<file path="config.mk">
export PLATFORM = sky130hd
export DESIGN_NAME = pp_sample_buffer
export DESIGN_NICKNAME = d
export VERILOG_FILES = /design/src/rtl/pp_pkg.sv /design/src/rtl/pp_step_seq.sv /design/src/rtl/pp_bank_store.sv /design/src/rtl/pp_ctrl_fsm.sv /design/src/rtl/pp_sample_buffer.sv
export SDC_FILE = /design/constraint.sdc
export NUM_CORES = 1
export LEC_CHECK = 0
export CAP_MARGIN = 20
export CELL_PAD_IN_SITES_DETAIL_PLACEMENT = 1
export CELL_PAD_IN_SITES_GLOBAL_PLACEMENT = 2
export CORE_MARGIN = 3
export CORE_UTILIZATION = 48
export DETAILED_ROUTE_END_ITERATION = 8
export GPL_TIMING_DRIVEN = 1
export HOLD_SLACK_MARGIN = 0.12
export PLACE_DENSITY_LB_ADDON = 0.1
export SYNTH_ARGS = -nofsm -noshare
export SYNTH_HDL_FRONTEND = slang
export SYNTH_SLANG_ARGS = --single-unit
</file>
<file path="constraint.sdc">
create_clock -name clk -period 4.8 [get_ports clk]
set_input_delay 0.48 -clock clk [delete_from_list [all_inputs] [get_ports clk]]
set_output_delay 0.48 -clock clk [all_outputs]
set_load 0.005 [all_outputs]
</file>
<file path="src/rtl/pp_pkg.sv">
package pp_pkg;

    typedef enum logic [1:0] {
        ST_RUN      = 2'd0,
        ST_SOF_HOLD = 2'd1
    } pp_state_e;

    localparam int STAT_W = 8;
    localparam logic [STAT_W-1:0] KEEP_MASK = 8'h40;
    localparam logic [STAT_W-1:0] ARM_SET   = 8'h88;
    localparam int OWN_BIT = 7;

    function automatic logic [STAT_W-1:0] arm_word(input logic [STAT_W-1:0] cur);
        return (cur & KEEP_MASK) | ARM_SET;
    endfunction

endpackage

</file>
<file path="src/rtl/pp_step_seq.sv">
module pp_step_seq #(
    parameter int BIT_STEPS   = 8,
    parameter int OUTER_STEPS = 4,
    localparam int BW = $clog2(BIT_STEPS),
    localparam int OW = $clog2(OUTER_STEPS)
) (
    input  logic          clk,
    input  logic          rst_n,
    input  logic          adv,
    output logic [OW-1:0] outer_q,
    output logic          ph_xchg,
    output logic          ph_incr,
    output logic          ph_check
);
    logic [BW-1:0] bit_q, bit_n;
    logic [OW-1:0] outer_n;
    logic          bit_wrap, at_head;

    always_comb begin
        bit_wrap = (bit_q == BW'(BIT_STEPS - 1));
        bit_n    = bit_wrap ? '0 : bit_q + 1'b1;
        if (bit_wrap)
            outer_n = (outer_q == OW'(OUTER_STEPS - 1)) ? '0 : outer_q + 1'b1;
        else
            outer_n = outer_q;
        at_head  = adv && (bit_n == '0);
        ph_xchg  = at_head && (outer_n == OW'(1));
        ph_incr  = at_head && (outer_n == OW'(2));
        ph_check = at_head && (outer_n == OW'(3));
    end

    // reset to the last position so the first strobe opens a new cycle
    always_ff @(posedge clk or negedge rst_n) begin
        if (!rst_n) begin
            bit_q   <= BW'(BIT_STEPS - 1);
            outer_q <= OW'(OUTER_STEPS - 1);
        end else if (adv) begin
            bit_q   <= bit_n;
            outer_q <= outer_n;
        end
    end
endmodule

</file>
<file path="src/rtl/pp_bank_store.sv">
module pp_bank_store #(
    parameter int SLOTS = 8,
    parameter int DW    = 8,
    localparam int SW   = $clog2(SLOTS),
    localparam int AW   = SW + 1,
    localparam int NB   = 2 * SLOTS
) (
    input  logic          clk,
    input  logic          rst_n,
    input  logic          ob_we,
    input  logic [AW-1:0] ob_waddr,
    input  logic [DW-1:0] ob_wdata,
    input  logic          xchg_en,
    input  logic [AW-1:0] xchg_addr,
    input  logic [DW-1:0] rx_byte,
    input  logic [AW-1:0] ib_raddr,
    output logic [DW-1:0] ob_rdata,
    output logic [DW-1:0] ib_rdata
);
    logic [DW-1:0] ob_mem [NB];
    logic [DW-1:0] ib_mem [NB];

    for (genvar g = 0; g < NB; g++) begin : g_cell
        always_ff @(posedge clk or negedge rst_n) begin
            if (!rst_n)
                ob_mem[g] <= '0;
            else if (ob_we && ob_waddr == AW'(g))
                ob_mem[g] <= ob_wdata;
        end
        always_ff @(posedge clk or negedge rst_n) begin
            if (!rst_n)
                ib_mem[g] <= '0;
            else if (xchg_en && xchg_addr == AW'(g))
                ib_mem[g] <= rx_byte;
        end
    end

    assign ob_rdata = ob_mem[xchg_addr];
    assign ib_rdata = ib_mem[ib_raddr];
endmodule

</file>
<file path="src/rtl/pp_ctrl_fsm.sv">
module pp_ctrl_fsm
    import pp_pkg::*;
#(
    parameter int SLOTS = 8,
    parameter int DW    = 8,
    localparam int SW   = $clog2(SLOTS),
    localparam int IW   = SW + 2
) (
    input  logic                clk,
    input  logic                rst_n,
    input  logic                step_i,
    input  logic                sof_i,
    input  logic                pause_i,
    input  logic                ph_xchg,
    input  logic                ph_incr,
    input  logic                ph_check,
    input  logic [DW-1:0]       ob_rdata,
    input  logic [2*STAT_W-1:0] ob_stat,
    output logic                adv,
    output logic [IW-1:0]       idx_q,
    output pp_state_e           state_q,
    output logic [DW-1:0]       tx_byte,
    output logic                tx_req,
    output logic                tx_bank,
    output logic                arm_req,
    output logic                arm_bank,
    output logic [STAT_W-1:0]   arm_status
);
    localparam int VB = SW;        // valid bit of the index
    localparam int BB = IW - 1;    // bank bit of the index

    pp_state_e         state_n;
    logic              sync_pend, hold_bank;
    logic [IW-1:0]     idx_inc;
    logic              ovf_now, chk_ovf, drained;
    logic [STAT_W-1:0] sel_stat;

    always_comb begin
        adv      = step_i && (state_q == ST_RUN);
        idx_inc  = idx_q + 1'b1;
        ovf_now  = ph_incr && !idx_inc[VB];
        chk_ovf  = ph_check && !idx_q[VB];
        drained  = ~idx_q[BB];
        sel_stat = drained ? ob_stat[STAT_W +: STAT_W] : ob_stat[0 +: STAT_W];
    end

    // next-state logic
    always_comb begin
        state_n = state_q;
        unique case (state_q)
            ST_RUN:      if (ovf_now && sync_pend) state_n = ST_SOF_HOLD;
            ST_SOF_HOLD: if (sof_i)                state_n = ST_RUN;
            default:                               state_n = ST_RUN;
        endcase
    end

    // state register
    always_ff @(posedge clk or negedge rst_n) begin
        if (!rst_n) state_q <= ST_RUN;
        else        state_q <= state_n;
    end

    // index register
    always_ff @(posedge clk or negedge rst_n) begin
        if (!rst_n)
            idx_q <= IW'(1 << VB);
        else if (ph_incr)
            idx_q <= idx_inc;
        else if (chk_ovf)
            idx_q[VB] <= 1'b1;
    end

    // outputs and sync bookkeeping
    always_ff @(posedge clk or negedge rst_n) begin
        if (!rst_n) begin
            tx_byte    <= '0;
            tx_req     <= 1'b0;
            tx_bank    <= 1'b0;
            arm_req    <= 1'b0;
            arm_bank   <= 1'b0;
            arm_status <= '0;
            sync_pend  <= 1'b1;
            hold_bank  <= 1'b0;
        end else begin
            tx_req  <= 1'b0;
            arm_req <= 1'b0;
            unique case (state_q)
                ST_RUN: begin
                    if (ph_xchg)
                        tx_byte <= ob_rdata;
                    if (ovf_now) begin
                        if (sync_pend) begin
                            hold_bank <= ~idx_inc[BB];
                        end else begin
                            tx_req  <= !pause_i;
                            tx_bank <= ~idx_inc[BB];
                        end
                    end
                    if (chk_ovf && !sel_stat[OWN_BIT]) begin
                        arm_req    <= 1'b1;
                        arm_bank   <= drained;
                        arm_status <= arm_word(sel_stat);
                    end
                end
                ST_SOF_HOLD: begin
                    if (sof_i) begin
                        tx_req    <= !pause_i;
                        tx_bank   <= hold_bank;
                        sync_pend <= 1'b0;
                    end
                end
                default: ;
            endcase
        end
    end
endmodule

</file>
<file path="src/rtl/pp_sample_buffer.sv">
module pp_sample_buffer
    import pp_pkg::*;
#(
    parameter int SLOTS       = 8,
    parameter int DW          = 8,
    parameter int BIT_STEPS   = 8,
    parameter int OUTER_STEPS = 4,
    localparam int SW         = $clog2(SLOTS),
    localparam int AW         = SW + 1,
    localparam int IW         = SW + 2,
    localparam int OW         = $clog2(OUTER_STEPS),
    localparam int PKT_BYTES  = 2 * SLOTS,
    localparam int LW         = $clog2(PKT_BYTES + 1)
) (
    input  logic                clk,
    input  logic                rst_n,
    input  logic                step_i,
    input  logic                sof_i,
    input  logic                pause_i,
    input  logic [DW-1:0]       rx_byte_i,
    output logic [DW-1:0]       tx_byte_o,
    input  logic                ob_wr_en_i,
    input  logic [AW-1:0]       ob_wr_addr_i,
    input  logic [DW-1:0]       ob_wr_data_i,
    input  logic [AW-1:0]       ib_rd_addr_i,
    output logic [DW-1:0]       ib_rd_data_o,
    input  logic [2*STAT_W-1:0] ob_stat_i,
    output logic                tx_req_o,
    output logic                tx_bank_o,
    output logic [LW-1:0]       tx_len_o,
    output logic                arm_req_o,
    output logic                arm_bank_o,
    output logic [STAT_W-1:0]   arm_status_o,
    output logic [LW-1:0]       arm_len_o
);
    logic          adv_w, ph_xchg, ph_incr, ph_check;
    logic [OW-1:0] outer_w;
    logic [IW-1:0] idx_w;
    logic [DW-1:0] ob_rdata;
    logic [AW-1:0] slot_addr;
    pp_state_e     state_w;

    assign slot_addr = {idx_w[IW-1], idx_w[SW-1:0]};
    assign tx_len_o  = LW'(PKT_BYTES);
    assign arm_len_o = LW'(PKT_BYTES);

    pp_step_seq #(.BIT_STEPS(BIT_STEPS), .OUTER_STEPS(OUTER_STEPS)) u_seq (
        .clk(clk), .rst_n(rst_n), .adv(adv_w), .outer_q(outer_w),
        .ph_xchg(ph_xchg), .ph_incr(ph_incr), .ph_check(ph_check)
    );

    pp_bank_store #(.SLOTS(SLOTS), .DW(DW)) u_store (
        .clk(clk), .rst_n(rst_n),
        .ob_we(ob_wr_en_i), .ob_waddr(ob_wr_addr_i), .ob_wdata(ob_wr_data_i),
        .xchg_en(ph_xchg), .xchg_addr(slot_addr), .rx_byte(rx_byte_i),
        .ib_raddr(ib_rd_addr_i), .ob_rdata(ob_rdata), .ib_rdata(ib_rd_data_o)
    );

    pp_ctrl_fsm #(.SLOTS(SLOTS), .DW(DW)) u_fsm (
        .clk(clk), .rst_n(rst_n), .step_i(step_i), .sof_i(sof_i),
        .pause_i(pause_i), .ph_xchg(ph_xchg), .ph_incr(ph_incr),
        .ph_check(ph_check), .ob_rdata(ob_rdata), .ob_stat(ob_stat_i),
        .adv(adv_w), .idx_q(idx_w), .state_q(state_w), .tx_byte(tx_byte_o),
        .tx_req(tx_req_o), .tx_bank(tx_bank_o), .arm_req(arm_req_o),
        .arm_bank(arm_bank_o), .arm_status(arm_status_o)
    );
endmodule

</file>
==> results.json <==
{
  "diodes": 0,
  "gp_congestion": 0.751,
  "outcome": "complete, no violations",
  "grt_max_degree": 124,
  "drt_pass1_iterations": 4,
  "fin_tns_setup_ns": 0,
  "clock_skew_ns": 0.0252,
  "p_leak_nw": 6.79,
  "tightest_slew_ns": 1.18,
  "n_fill_cell": 2531,
  "portBuffers": 56,
  "required_ns": 4.32,
  "fin_crit_sh_pct": 68.5,
  "grt_overflow_total": 0,
  "h-tree-depth": 1,
  "grt_use_total_pct": 21.4,
  "synth.avg_cell_area_um2": 15.8,
  "final_nets": 935,
  "grt_setup_unrepaired": "false",
  "ios": 84,
  "timing.rr.end": "u_store.ib_mem[84]",
  "worstPathMaxFanout": 32,
  "cts_tree": "built",
  "power_density_nw_per_um2": 461,
  "reg2reg_slack_ns": 1.57,
  "relSlewSlack_pct": 21.2,
  "grt_pass1_vias": 8500,
  "drt_wl_total_mm": 31.6,
  "viasPerCell": 5.78,
  "drv_slew": 0,
  "async_flop_share_pct": 100,
  "clk_path_buf_depth": 3,
  "synth_top_family_by_area": "multiplexers",
  "worstRegToRegCells": 7,
  "die_h_um": 174,
  "ys_ff_latch": 283,
  "synth_edf_count": 0,
  "cap_violations": 0,
  "fin_util_pct": 55.6,
  "hold_path_class": "in2reg",
  "final_cells": 1277,
  "ant_nets": 0,
  "yosysSeqAreaShare_pct": 52.6,
  "fin_area_um2": 15200,
  "cts_buffers": 31,
  "coreArea_um2": 27300,
  "drtIter0Drc": 358,
  "worstPathArrival_ns": 2.81,
  "routedWlPerCell_um": 24.7,
  "hpwl_mm": 20.6,
  "synthAdderAreaFrac_pct": 0.743,
  "cts-root-buf": "clkbuf_16",
  "drcViolationCount": 0,
  "rows": 60,
  "power.total_mw": 6.99,
  "path_class": "in2out",
  "dr_total_vias": 7375,
  "start_util_pct": 49.4,
  "fp.dieArea_um2": 30100,
  "vdd_drop_max_mv": 0.286,
  "final_cell_mix": "275 x dfrtp_1, 189 x mux2_2, 72 x mux2_4, 67 x mux4_2, 54 x clkdlybuf4s50_1",
  "synth_cells": 850,
  "dpl_cell_area_um2": 14100,
  "synth_simple_gate_area_share_pct": 3.78,
  "clock.fmax_ghz": 0.304,
  "ys.flop_type": "dfrtp_1",
  "hold_start": "pause_i",
  "setup_viol": 0,
  "start_kind": "input port",
  "placed_cells": 1219,
  "synth_cell_type_count": 50,
  "die_width_um": 174,
  "insertion_delay_ns": 0.56,
  "whs_path_depth": 2,
  "hold_viol": 0,
  "ys_warn_count": 0,
  "syn_area_um2": 13500,
  "path_clk_slew_ns": 0.06,
  "mostFrequentLayoutCell": "dfrtp_1",
  "synth_xor_area_share_pct": 0.325,
  "period_needed_ns": 3.29,
  "drive_above_1_share_pct": 45.2,
  "grt_antenna_before_repair": 0,
  "clock_sink_count": 283,
  "grt_pass1_wl_mm": 50.5,
  "hold_end": "u_fsm.tx_req",
  "end_kind": "primary output",
  "r2r-start": "u_seq.bit_q[0]",
  "synth-compound-area-share_pct": 1.93,
  "area_growth_pct": 12.6,
  "muxShareOfSynthArea_pct": 36.3
}
==> cell usage after synthesis (5+ instances only) <==
| cell | number | area (um^2) |
|---|---|---|
| a21oi_1 | 8 | 40.0 |
| a22oi_1 | 6 | 45.0 |
| a31oi_1 | 7 | 43.8 |
| and3_1 | 10 | 62.6 |
| and3_4 | 6 | 67.6 |
| buf_2 | 11 | 55.1 |
| buf_4 | 18 | 135 |
| buf_6 | 10 | 113 |
| clkbuf_1 | 32 | 120 |
| dfrtp_1 | 276 | 6910 |
| dfstp_2 | 7 | 184 |
| ha_1 | 8 | 100 |
| inv_1 | 6 | 22.5 |
| mux2_2 | 189 | 2130 |
| mux2_4 | 72 | 1080 |
| mux2i_1 | 14 | 140 |
| mux4_2 | 67 | 1510 |
| nand2_1 | 8 | 30.0 |
| nand3_1 | 6 | 30.0 |
| nand3b_1 | 5 | 37.5 |
| nor2_1 | 24 | 90.1 |
| o22ai_1 | 6 | 37.5 |
==> what timing repair did <==
action	in CTS	in global routing
resized for setup	0	0
endpoints found under the hold margin	113	0
hold buffers	1	0
buffers inserted	0	0
==> critical path: stages <==
cell	delay [ns]
clkdlybuf4s50_1	0.46
buf_4	0.45
mux4_2	0.40
mux4_2	0.53
clkdlybuf4s50_1	0.47
==> metal layers <==
metal | GRT usage [%] | vias to the layer above | share of wire [%] | wire length, um
li1 | - | 3170 | - | -
met1 | 28.9 | 4002 | 44 | 13900
met2 | 36.7 | 157 | 50 | 15700
met3 | 3.04 | 46 | 4.0 | 1250
met4 | 5.30 | 0 | 2.2 | 702
met5 | 0 | - | 0 | 0
==> registers in the layout, indices dropped and copies added, names as in the netlist <==
register / count
u_fsm.tx_req: 1
u_seq.bit_q: 3
u_seq.outer_q: 2
u_fsm.tx_bank: 1
u_fsm.sync_pend: 1
u_store.ib_mem: 128
u_fsm.arm_req: 1
u_fsm.tx_byte: 8
u_fsm.state_q: 1
u_fsm.arm_bank: 1
u_store.ob_mem: 128
u_fsm.idx_q: 5
u_fsm.hold_bank: 1
u_fsm.arm_status: 2
==> cell type report <==
type / instances / area, um^2 / area share, %
inverter: 6 / 22.5 / 0.149
tap: 372 / 465 / 3.07
multi-input combinational: 494 / 5860 / 38.7
sequential: 283 / 7090 / 46.8
clock buffer: 45 / 928 / 6.12
timing repair buffer: 65 / 656 / 4.32
clock inverter: 12 / 139 / 0.916
==> worst max-delay path by stage <==
stage                    start                 end  slack [ns]  cells after the start
2_1_floorplan  ib_rd_addr_i[0]     ib_rd_data_o[0]        2.33                      4
3_3_place_gp   ib_rd_addr_i[1]     ib_rd_data_o[2]        1.53                      5
3_5_place_dp   ib_rd_addr_i[1]     ib_rd_data_o[0]        1.51                      5
4_1_cts        ib_rd_addr_i[1]     ib_rd_data_o[0]        1.50                      5
5_1_grt         u_seq.bit_q[0]  u_store.ib_mem[87]        1.45                      7
6_report       ib_rd_addr_i[1]     ib_rd_data_o[2]        1.51                      5
==> through the flow <==
| step | setup WS, ns | hold WS, ns |
|---|---|---|
| after floorplan | 2.33 | 0.184 |
| after global placement | 1.53 | 0.463 |
| after detailed placement | 1.51 | 0.474 |
| after CTS | 1.50 | 0.431 |
| after global routing | 1.45 | 0.430 |
| final | 1.51 | 0.458 |
==> report_power, final <==
part           switching, mW  total [mW]  internal [mW]
Sequential             0.321        3.12           2.80
Combinational          0.606        1.43          0.827
Clock                  0.940        2.43           1.49
Total                   1.87        6.99           5.12
==> cell families after synthesis <==
group	after synthesis
adder cells (fa/ha/maj)	8
XOR/XNOR	5
flip-flops	283
other	2
buffers and inverters	86
multiplexers	345
AND/OR/NAND/NOR	83
AO/OA/AOI/OAI	38
(Power assumes the default switching activity.)
